**config.mk**
```make
export PLATFORM = sky130hd
export DESIGN_NAME = disp_regport
export DESIGN_NICKNAME = d
export VERILOG_FILES = /design/src/rtl/regport_pkg.sv /design/src/rtl/regport_decode.sv /design/src/rtl/regport_bank.sv /design/src/rtl/regport_unlock.sv /design/src/rtl/disp_regport.sv
export SDC_FILE = /design/constraint.sdc
export NUM_CORES = 1
export LEC_CHECK = 0
export BUFFER_PORTS_ARGS = -buffer_cell sky130_fd_sc_hd__buf_2
export CORE_ASPECT_RATIO = 0.6
export CORE_MARGIN = 4
export CORE_UTILIZATION = 62
export CTS_BUF_LIST = sky130_fd_sc_hd__clkbuf_8
export CTS_CLUSTER_SIZE = 40
export DETAILED_ROUTE_END_ITERATION = 8
export HOLD_SLACK_MARGIN = 0.03
export PLACE_DENSITY = 0.74
export SLEW_MARGIN = 40
export SYNTH_ARGS = -nofsm -noshare
export SYNTH_HDL_FRONTEND = slang
export SYNTH_HIERARCHICAL = 1
export SYNTH_SLANG_ARGS = --single-unit
```
**constraint.sdc**
```tcl
create_clock -name clk_i -period 3.15 [get_ports clk_i]
set_input_delay 0.315 -clock clk_i [delete_from_list [all_inputs] [get_ports clk_i]]
set_output_delay 0.315 -clock clk_i [all_outputs]
set_load 0.01 [all_outputs]
```
**src/rtl/regport_pkg.sv**
```systemverilog
package regport_pkg;

  localparam int ADDR_W = 5;
  localparam int DATA_W = 8;
  localparam int NUM_BANKS = 3;

  localparam logic [ADDR_W-1:0] OFS_SEQ_IDX = 5'h04;
  localparam logic [ADDR_W-1:0] OFS_SEQ_DAT = 5'h05;
  localparam logic [ADDR_W-1:0] OFS_MASK    = 5'h06;
  localparam logic [ADDR_W-1:0] OFS_GFX_IDX = 5'h0E;
  localparam logic [ADDR_W-1:0] OFS_GFX_DAT = 5'h0F;
  localparam logic [ADDR_W-1:0] OFS_CRT_IDX = 5'h14;
  localparam logic [ADDR_W-1:0] OFS_CRT_DAT = 5'h15;

  // bank slots in the generate array
  localparam int BK_SEQ = 0;
  localparam int BK_GFX = 1;
  localparam int BK_CRT = 2;

  typedef enum logic [2:0] {
    SEL_NONE,
    SEL_IDX,
    SEL_DAT,
    SEL_MASK
  } port_kind_e;

  typedef struct packed {
    port_kind_e kind;
    logic [1:0] bank;
  } port_sel_t;

  typedef enum logic [2:0] {
    FMT_NONE     = 3'd0,
    FMT_IDX8     = 3'd1,
    FMT_RGB16    = 3'd2,
    FMT_RGB24    = 3'd3,
    FMT_RGB32    = 3'd4
  } pix_fmt_e;

  function automatic pix_fmt_e depth_to_fmt(logic [4:0] code);
    case (code)
      5'h11:   return FMT_IDX8;
      5'h17:   return FMT_RGB16;
      5'h15:   return FMT_RGB24;
      5'h19:   return FMT_RGB32;
      default: return FMT_NONE;
    endcase
  endfunction

  function automatic logic [DATA_W-1:0] fmt_to_hidden(pix_fmt_e fmt);
    case (fmt)
      FMT_RGB16:           return 8'hC1;
      FMT_RGB24, FMT_RGB32: return 8'hC5;
      default:             return 8'h00;
    endcase
  endfunction

endpackage

```
**src/rtl/regport_decode.sv**
```systemverilog
module regport_decode
  import regport_pkg::*;
(
  input  logic              en_i,
  input  logic              we_i,
  input  logic [ADDR_W-1:0] addr_i,
  output port_sel_t         sel_o,
  output logic              rd_o,
  output logic              wr_o
);

  always_comb begin
    sel_o = '{kind: SEL_NONE, bank: 2'd0};
    case (addr_i)
      OFS_SEQ_IDX: sel_o = '{kind: SEL_IDX,  bank: 2'(BK_SEQ)};
      OFS_SEQ_DAT: sel_o = '{kind: SEL_DAT,  bank: 2'(BK_SEQ)};
      OFS_GFX_IDX: sel_o = '{kind: SEL_IDX,  bank: 2'(BK_GFX)};
      OFS_GFX_DAT: sel_o = '{kind: SEL_DAT,  bank: 2'(BK_GFX)};
      OFS_CRT_IDX: sel_o = '{kind: SEL_IDX,  bank: 2'(BK_CRT)};
      OFS_CRT_DAT: sel_o = '{kind: SEL_DAT,  bank: 2'(BK_CRT)};
      OFS_MASK:    sel_o = '{kind: SEL_MASK, bank: 2'd0};
      default:     sel_o = '{kind: SEL_NONE, bank: 2'd0};
    endcase
  end

  assign rd_o = en_i && !we_i;
  assign wr_o = en_i && we_i;

endmodule

```
**src/rtl/regport_bank.sv**
```systemverilog
module regport_bank #(
  parameter int DEPTH   = 16,
  parameter int DW      = 8,
  parameter int TAP_IDX = 0
) (
  input  logic          clk_i,
  input  logic          rst_ni,
  input  logic          idx_we_i,
  input  logic          dat_we_i,
  input  logic [DW-1:0] wdata_i,
  output logic [DW-1:0] idx_o,
  output logic [DW-1:0] dat_o,
  output logic [DW-1:0] tap_o
);

  localparam int AW = (DEPTH > 1) ? $clog2(DEPTH) : 1;
  localparam logic [DW:0] DEPTH_L = (DW+1)'(DEPTH);

  logic [DW-1:0] idx_q;
  logic [DW-1:0] mem_q [DEPTH];
  logic          in_range;
  logic [AW-1:0] slot;

  assign in_range = ({1'b0, idx_q} < DEPTH_L);
  assign slot     = idx_q[AW-1:0];

  always_ff @(posedge clk_i or negedge rst_ni) begin
    if (!rst_ni) begin
      idx_q <= '0;
    end else if (idx_we_i) begin
      idx_q <= wdata_i;
    end
  end

  for (genvar e = 0; e < DEPTH; e++) begin : g_entry
    always_ff @(posedge clk_i or negedge rst_ni) begin
      if (!rst_ni) begin
        mem_q[e] <= '0;
      end else if (dat_we_i && in_range && (slot == AW'(e))) begin
        mem_q[e] <= wdata_i;
      end
    end
  end

  assign idx_o = idx_q;
  assign dat_o = in_range ? mem_q[slot] : '0;
  assign tap_o = mem_q[TAP_IDX];

endmodule

```
**src/rtl/regport_unlock.sv**
```systemverilog
module regport_unlock #(
  parameter int READS = 4,
  parameter int CW    = $clog2(READS + 1)
) (
  input  logic          clk_i,
  input  logic          rst_ni,
  input  logic          mask_rd_i,
  input  logic          other_i,
  output logic          armed_o,
  output logic [CW-1:0] cnt_o
);

  localparam logic [CW-1:0] TOP = CW'(READS);

  logic [CW-1:0] cnt_q;

  always_ff @(posedge clk_i or negedge rst_ni) begin
    if (!rst_ni) begin
      cnt_q <= '0;
    end else if (other_i) begin
      cnt_q <= '0;
    end else if (mask_rd_i && (cnt_q != TOP)) begin
      cnt_q <= cnt_q + 1'b1;
    end
  end

  assign armed_o = (cnt_q == TOP);
  assign cnt_o   = cnt_q;

endmodule

```
**src/rtl/disp_regport.sv**
```systemverilog
module disp_regport
  import regport_pkg::*;
#(
  parameter int          SEQ_DEPTH    = 32,
  parameter int          GFX_DEPTH    = 16,
  parameter int          CRT_DEPTH    = 64,
  parameter int          FMT_REG      = 7,
  parameter int          UNLOCK_READS = 4,
  parameter logic [7:0]  MASK_RST     = 8'hFF
) (
  input  logic        clk_i,
  input  logic        rst_ni,
  input  logic        bus_en_i,
  input  logic        bus_we_i,
  input  logic [4:0]  bus_addr_i,
  input  logic [7:0]  bus_wdata_i,
  output logic [7:0]  bus_rdata_o,
  output logic [2:0]  pix_fmt_o,
  output logic [7:0]  hidden_fmt_o,
  output logic [7:0]  pix_mask_o,
  output logic        fmt_ok_o
);

  localparam int CNT_W = $clog2(UNLOCK_READS + 1);
  localparam int BANK_DEPTH [NUM_BANKS] = '{SEQ_DEPTH, GFX_DEPTH, CRT_DEPTH};

  port_sel_t        sel;
  logic             acc_rd, acc_wr;
  logic             mask_rd, mask_wr, other_acc;
  logic             armed;
  logic [CNT_W-1:0] unlock_cnt;

  logic [DATA_W-1:0] bank_idx [NUM_BANKS];
  logic [DATA_W-1:0] bank_dat [NUM_BANKS];
  logic [DATA_W-1:0] bank_tap [NUM_BANKS];
  logic              idx_we   [NUM_BANKS];
  logic              dat_we   [NUM_BANKS];

  logic [DATA_W-1:0] mask_q, hidden_q, rdata_q, rd_mux;
  pix_fmt_e          fmt;

  regport_decode u_decode (
    .en_i   (bus_en_i),
    .we_i   (bus_we_i),
    .addr_i (bus_addr_i),
    .sel_o  (sel),
    .rd_o   (acc_rd),
    .wr_o   (acc_wr)
  );

  for (genvar b = 0; b < NUM_BANKS; b++) begin : g_bank
    assign idx_we[b] = acc_wr && (sel.kind == SEL_IDX) && (sel.bank == 2'(b));
    assign dat_we[b] = acc_wr && (sel.kind == SEL_DAT) && (sel.bank == 2'(b));

    regport_bank #(
      .DEPTH   (BANK_DEPTH[b]),
      .DW      (DATA_W),
      .TAP_IDX ((b == BK_SEQ) ? FMT_REG : 0)
    ) u_bank (
      .clk_i    (clk_i),
      .rst_ni   (rst_ni),
      .idx_we_i (idx_we[b]),
      .dat_we_i (dat_we[b]),
      .wdata_i  (bus_wdata_i),
      .idx_o    (bank_idx[b]),
      .dat_o    (bank_dat[b]),
      .tap_o    (bank_tap[b])
    );
  end

  assign mask_rd   = acc_rd && (sel.kind == SEL_MASK);
  assign mask_wr   = acc_wr && (sel.kind == SEL_MASK);
  assign other_acc = bus_en_i && !mask_rd;

  regport_unlock #(
    .READS (UNLOCK_READS),
    .CW    (CNT_W)
  ) u_unlock (
    .clk_i     (clk_i),
    .rst_ni    (rst_ni),
    .mask_rd_i (mask_rd),
    .other_i   (other_acc),
    .armed_o   (armed),
    .cnt_o     (unlock_cnt)
  );

  // armed write goes to the hidden byte, mask untouched
  always_ff @(posedge clk_i or negedge rst_ni) begin
    if (!rst_ni) begin
      mask_q   <= MASK_RST;
      hidden_q <= '0;
    end else if (mask_wr) begin
      if (armed) hidden_q <= bus_wdata_i;
      else       mask_q   <= bus_wdata_i;
    end
  end

  always_comb begin
    rd_mux = '0;
    case (sel.kind)
      SEL_IDX:  rd_mux = bank_idx[sel.bank];
      SEL_DAT:  rd_mux = bank_dat[sel.bank];
      SEL_MASK: rd_mux = mask_q;
      default:  rd_mux = '0;
    endcase
  end

  always_ff @(posedge clk_i or negedge rst_ni) begin
    if (!rst_ni) begin
      rdata_q <= '0;
    end else if (acc_rd) begin
      rdata_q <= rd_mux;
    end
  end

  assign fmt          = depth_to_fmt(bank_tap[BK_SEQ][4:0]);
  assign bus_rdata_o  = rdata_q;
  assign pix_fmt_o    = fmt;
  assign hidden_fmt_o = hidden_q;
  assign pix_mask_o   = mask_q;
  assign fmt_ok_o     = (fmt != FMT_NONE) && (hidden_q == fmt_to_hidden(fmt));

endmodule

```
==> metrics.yaml <==
rsz0062_at_grt: "yes"
die_h_um: 215
worst_pin_slew_ps: 933
grt.total_usage: 0.301
peakVddDrop_mv: 0.503
row_count: 75
synthesis.nets: 2985
routedWlPerCell_um: 26.7
finalHoldViolCount: 0
cts_made_buffers: 139
cts_tree: "yes"
initial_core_util: 0.631
status: "finished, final reports clean"
report.final.slew_viol_count: 0
cap_violations: 0
grt_max_degree: 93
die-area_sq_mm: 0.0761
power_density_mw_per_mm2: 489
grt_overflow: 0
start_kind: "flip-flop"
seqCellArea_sq_mm: 0.0237
drc: 0
drive_gt1_frac: 0.538
antenna_found_initial: 0
setup_viol: 0
first_global_vias: 29163
final_area_sq_mm: 0.0507
clock_sink_count: 947
vias_per_cell: 6.45
ant_nets: 0
post-route-period-util: 0.992
critical_path_class: "flip-flop to flip-flop"
core_area_sq_mm: 0.0704
ys.warnings.count: 6
relSlewSlack: 0.378
cts_buffer_depth: 3
dpl.hpwl_mm: 75.0
drt_iter0_drc: 2308
min_period_ps: 3120
final_nets: 3191
cts.reportedPaths.clkPinSlew_ps: 70
final_core_utilization: 0.720
die_w_um: 354
leakage_nw: 24.5
clk_latency_ps: 800
place.gp.congestion: 0.879
postSynthAreaPerCell_sq_um: 15.0
syn_inst: 2966
cts.root.buffer_cell: "clkbuf_8"
fin_tns_setup_ps: 0
cp_max_fo: 7
diodes: 0
netlist_area_sq_mm: 0.0444
max_freq_ghz: 0.320
syn_to_final_growth_pct: 14.1
wl_mm: 112
grt_pass1_wl_mm: 176
drt_first_pass_iters: 6
critPathRequiredTime_ps: 3810
fill_cells: 4427
dpl-instance-area_sq_mm: 0.0471
vias: 27152
portBuffers: 44
multiInputGateArea_sq_mm: 0.0199
finalPower_mw: 24.8
crit_arrival_ps: 3790
end_kind: "flip-flop"
worstHoldPathType: "input pin to flip-flop"
ios: 45
fin_skew_ps: 38.9
cts.htree.levels: 4
per-stage QoR:
step                instances  hold WS [ps]  worst slack, ps
floorplan                2966          19.4              100
global route             4207          79.5            -40.6
detailed placement       3932           416             -419
global placement         3932           406             -456
finish                   4207          92.6             25.5
CTS                      4191          36.2            -15.2
cell type report:
class / count / area share
multi-input cells: 1775 / 0.392
clock inverters: 74 / 0.00998
well taps: 924 / 0.0228
repair buffers: 296 / 0.0576
clock buffers: 178 / 0.0484
inverters: 13 / 0.000963
flip-flops and latches: 947 / 0.468
metal layers:
| metal | up-vias | part of all wire | global-route usage |
|---|---|---|---|
| met5 | - | 0 | 0 |
| met4 | 0 | 0.015 | 0.0640 |
| met3 | 150 | 0.088 | 0.0864 |
| met2 | 907 | 0.43 | 0.420 |
| met1 | 14580 | 0.47 | 0.473 |
| li1 | 11515 | - | - |
layout by cell type (no fill, tap or decap), types with 8 or more instances in the layout:
master and n:
a211oi_1 9, a21boi_1 8, a21oi_1 37, a221o_1 8, a22o_1 8, a22oi_1 13, and2_1 14, buf_12 54
buf_2 35, buf_4 195, clkbuf_8 178, clkinv_2 14, dfrtp_1 931, dfstp_2 8, inv_1 53, mux2_1 22
mux2_2 960, mux2i_1 87, mux4_1 10, mux4_2 175, nand2_1 58, nand2b_1 14, nand3_1 66, nand4_1 16
nor2_1 22, nor2_2 33, nor2_4 11, nor2b_1 20, nor3_1 17, nor3_2 9, o21ai_0 24, o22ai_1 14
o22ai_2 10
report_power, final:
group	total [mW]	leakage (nW)	internal, mW	switching, mW
Combinational	1.91	9.61	0.721	1.19
Clock	10.4	1.68	5.48	4.94
Sequential	12.4	13.2	12.3	0.185
flip-flops by register name (all words and copies together) (netlist names):
name,flops
bus_rdata_o,8
g_bank.u_bank/idx_o,24
g_bank.u_bank/mem_q,872
g_bank.u_bank/tap_o,24
hidden_fmt_o,8
pix_mask_o,8
u_unlock/cnt_o,3
worst paths after layout:
| check | end | startpoint | cells after the start | slack [ps] |
|---|---|---|---|---|
| max | bus_rdata_o[6] | g_bank[2].u_bank/idx_o[1] | 11 | 30 |
| min | bus_rdata_o[5] | bus_we_i | 5 | 90 |
| max reg2reg | bus_rdata_o[6] | g_bank[2].u_bank/idx_o[1] | 11 | 30 |
| min reg2reg | g_bank[2].u_bank/mem_q[279] | g_bank[2].u_bank/mem_q[279] | 1 | 490 |
| max in group asynchronous | g_bank[2].u_bank/mem_q[443] | rst_ni | 5 | 1510 |
| min in group asynchronous | g_bank[1].u_bank/mem_q[27] | rst_ni | 3 | 530 |
critical path, stage by stage, from the launching register on:
cell and delay, ps:
dfrtp_4 580, buf_4 200, buf_4 170, mux4_2 310
mux2i_2 300, o22ai_2 150, o41ai_4 480, buf_4 190
a21oi_1 60, mux2i_1 160, o21ai_0 90, a221o_1 300
repair_timing:
action	in CTS	in global routing
hold buffers	2	1
endpoints found under the setup margin	8	8
gates resized for setup	20	30
cloned	1	1
setup buffers	4	13
pin swaps	7	6
hold endpoints to repair	52	6
Note: power is estimated with default switching activity, not from simulation.
